[src/rtl/spi_port.sv]
module spi_port #(
  parameter int DW = 8,
  parameter int SYNC = 2,
  parameter int HALF_FAST = 2,
  parameter int HALF_MID = 8,
  parameter int HALF_SLOW = 32
) (
  input  logic          clk,
  input  logic          rst_n,
  input  logic          sleep,
  input  logic          ctrl_we,
  input  logic [7:0]    ctrl_wdata,
  output logic [7:0]    ctrl_q,
  input  logic          stat_we,
  input  logic [7:0]    stat_wdata,
  output logic [7:0]    stat_q,
  input  logic          buf_we,
  input  logic [DW-1:0] buf_wdata,
  input  logic          buf_re,
  output logic [DW-1:0] buf_rdata,
  input  logic          irq_en,
  input  logic          irq_clr,
  output logic          irq_flag,
  output logic          wake_req,
  input  logic          sck_i,
  output logic          sck_o,
  output logic          sck_oe,
  input  logic          ss_n,
  input  logic          sdi,
  output logic          sdo,
  output logic          sdo_oe
);
  localparam int EW = $clog2(2*DW + 2);
  localparam int PW = $clog2(HALF_SLOW);
  localparam logic [EW-1:0] NEDGE = EW'(2*DW);

  logic wcol, ovf, en, ckp, smp, cke, bf, busy, irq_q, sck_d;
  logic [3:0] mode;
  logic [DW-1:0] tx, rx, rx_nxt, buffer;
  logic [EW-1:0] hc, n, last;
  logic [PW-1:0] presc, half_m1;
  logic [SYNC-1:0] sck_sy, sdi_sy;
  logic stat_unused;

  assign stat_unused = ^stat_wdata[5:0];

  logic cpha, is_master, is_slave, ss_used, sel, tick, s_edge, ev;
  logic bit_in, sample, shift, done, in_byte, accept;

  assign cpha      = ~cke;
  assign is_master = en && (mode <= 4'd2);
  assign is_slave  = en && (mode == 4'd4 || mode == 4'd5);
  assign ss_used   = (mode == 4'd4);
  assign sel       = is_slave && !(ss_used && ss_n);
  assign half_m1   = (mode == 4'd0) ? PW'(HALF_FAST-1) :
                     (mode == 4'd1) ? PW'(HALF_MID-1) : PW'(HALF_SLOW-1);

  assign tick   = is_master && busy && !sleep && (presc == half_m1);
  assign s_edge = sel && (sck_sy[SYNC-1] != sck_d);
  assign ev     = tick || s_edge;
  assign n      = hc + EW'(1);
  assign last   = (is_master && cpha && smp) ? NEDGE + EW'(1) : NEDGE;
  assign bit_in = is_master ? sdi : sdi_sy[SYNC-1];
  assign sample = ev && (n[0] == ~(cpha ^ (is_master & smp)));
  assign shift  = ev && (n[0] == cpha) && (n >= EW'(2)) && (n < NEDGE);
  assign done   = ev && (n == last);
  assign rx_nxt = sample ? {rx[DW-2:0], bit_in} : rx;

  assign in_byte = is_master ? busy : (hc != '0);
  assign accept  = buf_we && !in_byte;

  always_ff @(posedge clk or negedge rst_n) begin
    if (!rst_n) begin
      sck_sy <= '0;
      sdi_sy <= '0;
      sck_d  <= 1'b0;
    end else begin
      sck_sy <= {sck_sy[SYNC-2:0], sck_i};
      sdi_sy <= {sdi_sy[SYNC-2:0], sdi};
      sck_d  <= sck_sy[SYNC-1];
    end
  end

  always_ff @(posedge clk or negedge rst_n) begin
    if (!rst_n) begin
      hc    <= '0;
      presc <= '0;
      busy  <= 1'b0;
    end else if (!en) begin
      hc    <= '0;
      presc <= '0;
      busy  <= 1'b0;
    end else begin
      if (is_slave && ss_used && ss_n) hc <= '0;
      else if (ev) hc <= done ? '0 : n;
      if (!busy) presc <= '0;
      else if (!sleep) presc <= tick ? '0 : presc + PW'(1);
      if (done) busy <= 1'b0;
      else if (accept && is_master) busy <= 1'b1;
    end
  end

  always_ff @(posedge clk or negedge rst_n) begin
    if (!rst_n) begin
      tx <= '0;
      rx <= '0;
    end else begin
      if (accept) tx <= buf_wdata;
      else if (shift) tx <= {tx[DW-2:0], 1'b0};
      rx <= rx_nxt;
    end
  end

  always_ff @(posedge clk or negedge rst_n) begin
    if (!rst_n) begin
      {wcol, ovf, en, ckp, mode} <= '0;
      {smp, cke} <= '0;
      bf     <= 1'b0;
      buffer <= '0;
      irq_q  <= 1'b0;
    end else begin
      if (ctrl_we) {wcol, ovf, en, ckp, mode} <= ctrl_wdata;
      if (stat_we) {smp, cke} <= stat_wdata[7:6];
      if (buf_we && in_byte) wcol <= 1'b1;
      if (buf_re) bf <= 1'b0;
      if (done) begin
        if (bf) ovf <= 1'b1;
        else begin
          buffer <= rx_nxt;
          bf <= 1'b1;
        end
      end
      if (irq_clr) irq_q <= 1'b0;
      if (done) irq_q <= 1'b1;
    end
  end

  assign ctrl_q    = {wcol, ovf, en, ckp, mode};
  assign stat_q    = {smp, cke, 5'b0, bf};
  assign buf_rdata = buffer;
  assign irq_flag  = irq_q;
  assign wake_req  = sleep && irq_en && irq_q;
  assign sck_o     = ckp ^ (is_master && busy && hc[0]);
  assign sck_oe    = is_master;
  assign sdo       = tx[DW-1];
  assign sdo_oe    = is_master || sel;

  assert_freeze_R8: assert property (@(posedge clk) disable iff (!rst_n)
    (is_master && busy && sleep && !ctrl_we) |=> ($stable(sck_o) && $stable(sdo)));

  assert_overflow_keeps_R6: assert property (@(posedge clk) disable iff (!rst_n)
    (done && bf && !ctrl_we) |=> (ctrl_q[6] && $stable(buf_rdata)));

  assert_collision_flag_R7: assert property (@(posedge clk) disable iff (!rst_n)
    (buf_we && is_master && busy) |=> ctrl_q[7]);

  assert_read_clears_R5: assert property (@(posedge clk) disable iff (!rst_n)
    (buf_re && !done) |=> !stat_q[0]);

  assert_deselect_resets_R11: assert property (@(posedge clk) disable iff (!rst_n)
    (is_slave && ss_used && ss_n) |=> (hc == '0));

  assert_edge_bound_R2: assert property (@(posedge clk) disable iff (!rst_n)
    1'b1 |-> (hc <= NEDGE));
endmodule

[config.mk]
export PLATFORM = sky130hd
export DESIGN_NAME = spi_port
export DESIGN_NICKNAME = d
export VERILOG_FILES = /design/src/rtl/spi_port.sv
export SDC_FILE = /design/constraint.sdc
export NUM_CORES = 1
export LEC_CHECK = 0
export BUFFER_PORTS_ARGS = -buffer_cell sky130_fd_sc_hd__buf_2
export CAP_MARGIN = 10
export CORE_MARGIN = 2
export CORE_UTILIZATION = 58
export DETAILED_ROUTE_END_ITERATION = 8
export GPL_TIMING_DRIVEN = 1
export PLACE_DENSITY = 0.85
export SKIP_CTS_REPAIR_TIMING = 1
export SLEW_MARGIN = 20
export SYNTH_ARGS = -nofsm -noshare
export SYNTH_HDL_FRONTEND = slang
export SYNTH_SLANG_ARGS = --single-unit
[constraint.sdc]
create_clock -name clk -period 5.4 [get_ports clk]
set_input_delay 1.08 -clock clk [delete_from_list [all_inputs] [get_ports clk]]
set_output_delay 1.08 -clock clk [all_outputs]
set_load 0.01 [all_outputs]
# [Word-level counts from Yosys, hierarchy flattened]
# Index checks and enable logic that the tools add are counted.
[word_totals] regBits=52 input_bits=36 output_inout_bits=30
[op_classes] n_addsub=2 n_lt_le_gt_ge=3 eq_ne=11 muxes=29 n_bitwise=6 reduce_logical=35
[op_table] operator="5-bit 2-to-1 mux" count=10
[op_table] operator="8-bit 2-to-1 mux" count=3
[op_table] operator="1-bit logical AND" count=23
[op_table] operator="1-bit 2-to-1 mux" count=16
[op_table] operator="5-bit by 1-bit adder with 5-bit output (second input constant)" count=2
[op_table] operator="5-bit == test" count=2
[op_table] operator="4-bit by 3-bit == test with 1-bit output (second input constant)" count=2
[op_table] operator="3-bit by 1-bit != test with 1-bit output (second input constant)" count=2
[op_table] operator="2-bit nonzero test" count=3
[op_table] operator="5-bit by 2-bit >= comparator with 1-bit output (second input constant)" count=1
[op_table] operator="5-bit less-than comparator (second input constant)" count=1
[op_table] operator="5-bit nonzero test" count=1
[op_table] operator="4-bit by 1-bit == test with 1-bit output (second input constant)" count=1
[op_table] operator="4-bit by 2-bit <= comparator with 1-bit output (second input constant)" count=1
[op_table] operator="4-bit zero test" count=1
[op_table] operator="1-bit zero test" count=3
[op_table] operator="1-bit logical OR" count=3
[op_table] operator="3-bit != test (second input constant)" count=1
[op_table] operator="1-bit NOT" count=3
[op_table] operator="1-bit == test" count=2
[op_table] operator="2-bit AND reduction" count=1
[op_table] operator="1-bit XOR" count=2
[op_table] operator="1-bit bitwise AND" count=1
[op_table] operator="1-bit != test" count=1

# [Depth between registers and ports, before layout]
[depth] word_depth=11 mapped_depth=9 depth_no_buf=7

# [Least setup slack after synthesis]
# Ideal clock, no wire load.
[synth_timing] path_kind="in2reg" start="in sleep" end="reg tx[1]" arrival_ns=2.567 t_required_ns=5.275 path_slack_ns=2.708 path_stages=6 path_buffers=1 cell_sequence="and4b_1 > o211ai_4 > o21a_1 > o41a_1 > buf_6 > mux2_4"
[synth_via] elab_chain_cells=8
[synth_rtl] item="start: declaration" line="10" rtl="input logic sleep,"
[synth_rtl] item="1-bit zero test"
[synth_rtl] item="1-bit logical AND (2 in a row)" line="58" rtl="assign tick = is_master && busy && !sleep && (presc == half_m1);"
[synth_rtl] item="1-bit logical OR" line="60" rtl="assign ev = tick || s_edge;"
[synth_rtl] item="1-bit logical AND (3 in a row)" line="65" rtl="assign shift = ev && (n[0] == cpha) && (n >= EW'(2)) && (n < NEDGE);"
[synth_rtl] item="2-bit nonzero test (no source line)"
[synth_rtl] item="end signal: assignment" line="108" rtl="if (accept) tx <= buf_wdata;"
[synth_rtl] item="end signal: assignment" line="109" rtl="else if (shift) tx <= {tx[DW-2:0], 1'b0};"
[synth_rtl] item="end: declaration" line="39" rtl="logic [DW-1:0] tx, rx, rx_nxt, buffer;"
# No other way between the ends.
# A chain may end at the register's enable or synchronous reset.

# [Worst setup path after layout]
[layout_timing] start="reg mode[1]" end="out sck_o"
[layout_via] elab_chain_cells=5
[layout_rtl] item="start: declaration" line="38" rtl="logic [3:0] mode;"
[layout_rtl] item="start signal: assignment" line="122" rtl="if (ctrl_we) {wcol, ovf, en, ckp, mode} <= ctrl_wdata;"
[layout_rtl] item="4-bit by 2-bit <= comparator with 1-bit output" line="51" rtl="assign is_master = en && (mode <= 4'd2);"
[layout_rtl] item="1-bit logical AND" line="51"
[layout_rtl] item="1-bit logical AND (2 in a row)" line="143" rtl="assign sck_o = ckp ^ (is_master && busy && hc[0]);"
[layout_rtl] item="1-bit XOR" line="143"
[layout_rtl] item="end: declaration" line="26" rtl="output logic sck_o,"
# No other way between the ends.

==> out/metrics.cfg <==
[outcome]
outcome=complete, no violations

[floorplanning]
core_area_um2=4660
initial_core_util=0.597
row_count=25
design.portCount=66
die_area_um2=5370
die_x_um=73.3
die_h_um=73.3

[worst_setup_path]
path_max_fanout=9
end_kind=primary output
r2r_end=tx[7]
required_ns=4.32
crit_path_start_kind=flop
reg2reg_depth=5
worstReg2RegStart=mode[1]
r2r_setup_slack_ns=2.59
arrival_ns=2.01
critPathKind=flop to primary output

[timing]
rsz0062_at_grt=false
relSlewSlack=0.570
setup_violations=0
slew_violations=0
setup_ws_ns=2.31
finalHoldViolations=0
fmax_ghz=0.324
finalWorstPathRequiredPeriod_ns=3.09
timing.final.crit_share=0.572
whs_ns=0.359
clock_skew_ns=0.00587
worst_pin_slew_ns=0.640
finalSetupTns_ns=0

[pwr]
leakagePower_nw=1.46
power_mw=0.928
ir_drop_mv=0.262
power.density_nw_per_um2=295

[clock_tree]
htreeDepth=2
clockBufferDepth=2
clk_latency_ns=0.32
cts_tree=done
clock-root-buffer=clkbuf_8
cts_sinks=52
clk_pin_slew_ns=0.10
numCtsBuffers=5

[final_layout]
drive_gt1_frac=0.342
final_cell_mix=54 x buf_2, 52 x dfrtp_1, 20 x mux2_2, 15 x o21ai_0
final_common_cell=buf_2
synthToLayoutAreaGrowth_pct=13.1
nets=334
final_core_util=0.675
num_antenna_cells=0

[synth]
synth_cell_types=56
post_synth.cell_area_avg_um2=11.3
syn_inst=247
synth_edf_count=0
synth_warnings=0
netlist_area_um2=2780
synth-async-reset-ratio=1.00
synth-main-ff-cell=dfrtp_1
ys_seq_area_frac=0.468
ys_ff_latch=52

[place]
hpwl_um=3970
place_ws_ns=2.18
gp_congestion=0.858
port_buffers=54

[drt]
drt_iter0_markers=199
vias=2073
post-route-drc-count=0
ant_nets=0
wirelength_um=5450
dr.pass1.iters=4
via_per_inst=5.94
post_drt_wl_per_cell_um=15.6

[global_route]
grt_pass1_wl_um=9050
grt_pass1_vias=1957
overflow=0
grt_max_degree=53
grt_usage=0.220
antenna_found_initial=0

[run]
maxCapViolCount=0

[min_path]
min_to=sck_sy[1]
hold_depth=0
worstHoldPathType=flop to flop
hold_start=sck_sy[0]

## metrics by stage
stage / instance area (um^2) / std cells
6_report: 3150 / 349
5_1_grt: 3150 / 349
3_3_place_gp: 3010 / 341
4_1_cts: 3150 / 349
2_1_floorplan: 2800 / 251
3_5_place_dp: 3010 / 341
## report_power, final
part | leakage (nW) | internal, mW | total (mW) | switching, mW
Combinational | 0.753 | 0.0784 | 0.152 | 0.0740
Sequential | 0.643 | 0.424 | 0.454 | 0.0295
Clock | 0.0687 | 0.187 | 0.322 | 0.136
## worst max-delay path, cell delays in order, from the launching register on
cell and delay, ns:
dfrtp_1 0.51, a211o_1 0.46, or3_1 0.40, xnor2_1 0.17, buf_2 0.16
## cell type report
type | instances | area [um^2]
flip-flops and latches | 52 | 1300
clock inverters | 3 | 68.8
inverters | 10 | 37.5
fillers | 352 | 1510
clock buffers | 5 | 68.8
well taps | 54 | 67.6
multi-input cells | 170 | 1330
repair buffers | 55 | 278
## sequential cells by signal, indices dropped and copies added (netlist names)
name and cells:
rx 8, bf 1, presc 5, wcol 1, irq_flag 1, mode 4
smp 1, tx 8, sck_d 1, hc 5, cke 1, ckp 1
sck_sy 2, ovf 1, busy 1, en 1, sdi_sy 2, buf_rdata 8
## routing by layer
metal  wire length [um]  vias to the layer above  part of all wire  GRT usage
li1                   -                      983                 -          -
met1               2320                     1030              0.42      0.274
met2               2780                       50              0.51      0.370
met3                268                       10             0.049     0.0590
met4                 87                        0             0.016     0.0741
met5                  0                        -                 0          0
## worst max-delay path by stage
stage	from	endpoint	slack, ns	cells past startpoint
6_report	mode[1]	sck_o	2.31	4
3_5_place_dp	sleep	tx[7]	2.18	6
3_3_place_gp	sleep	tx[5]	2.22	6
4_1_cts	mode[1]	sck_o	2.30	4
5_1_grt	mode[1]	sck_o	2.24	4
2_1_floorplan	sleep	tx[1]	2.71	6
## logic make-up (layout without fill, tap and decap cells)
| kind of cell | Yosys count | in the layout | synth area share |
|---|---|---|---|
| compound gates | 62 | 62 | 0.168 |
| xor+xnor | 10 | 10 | 0.0315 |
| fa+ha+maj | 4 | 4 | 0.0180 |
| buf+inv | 29 | 73 | 0.0611 |
| flops | 52 | 52 | 0.468 |
| mux | 29 | 29 | 0.126 |
| other cells | 1 | 5 | 0.00135 |
| simple gates | 60 | 60 | 0.127 |
## cells in the mapped netlist, types with 4 or more instances
cell type / number / area, um^2
o211ai_1: 13 / 97.6
nand3_1: 13 / 65.1
buf_4: 12 / 90.1
nor3_1: 4 / 20.0
o21ai_0: 15 / 75.1
mux2_2: 20 / 225
nor2_1: 8 / 30.0
xor2_1: 6 / 52.6
dfrtp_1: 52 / 1300
xnor2_1: 4 / 35.0
mux2_4: 7 / 105
clkbuf_1: 4 / 15.0
inv_1: 10 / 37.5
nand2_1: 13 / 48.8
ha_1: 4 / 50.1
No activity file was read; power rests on OpenSTA's default activity.
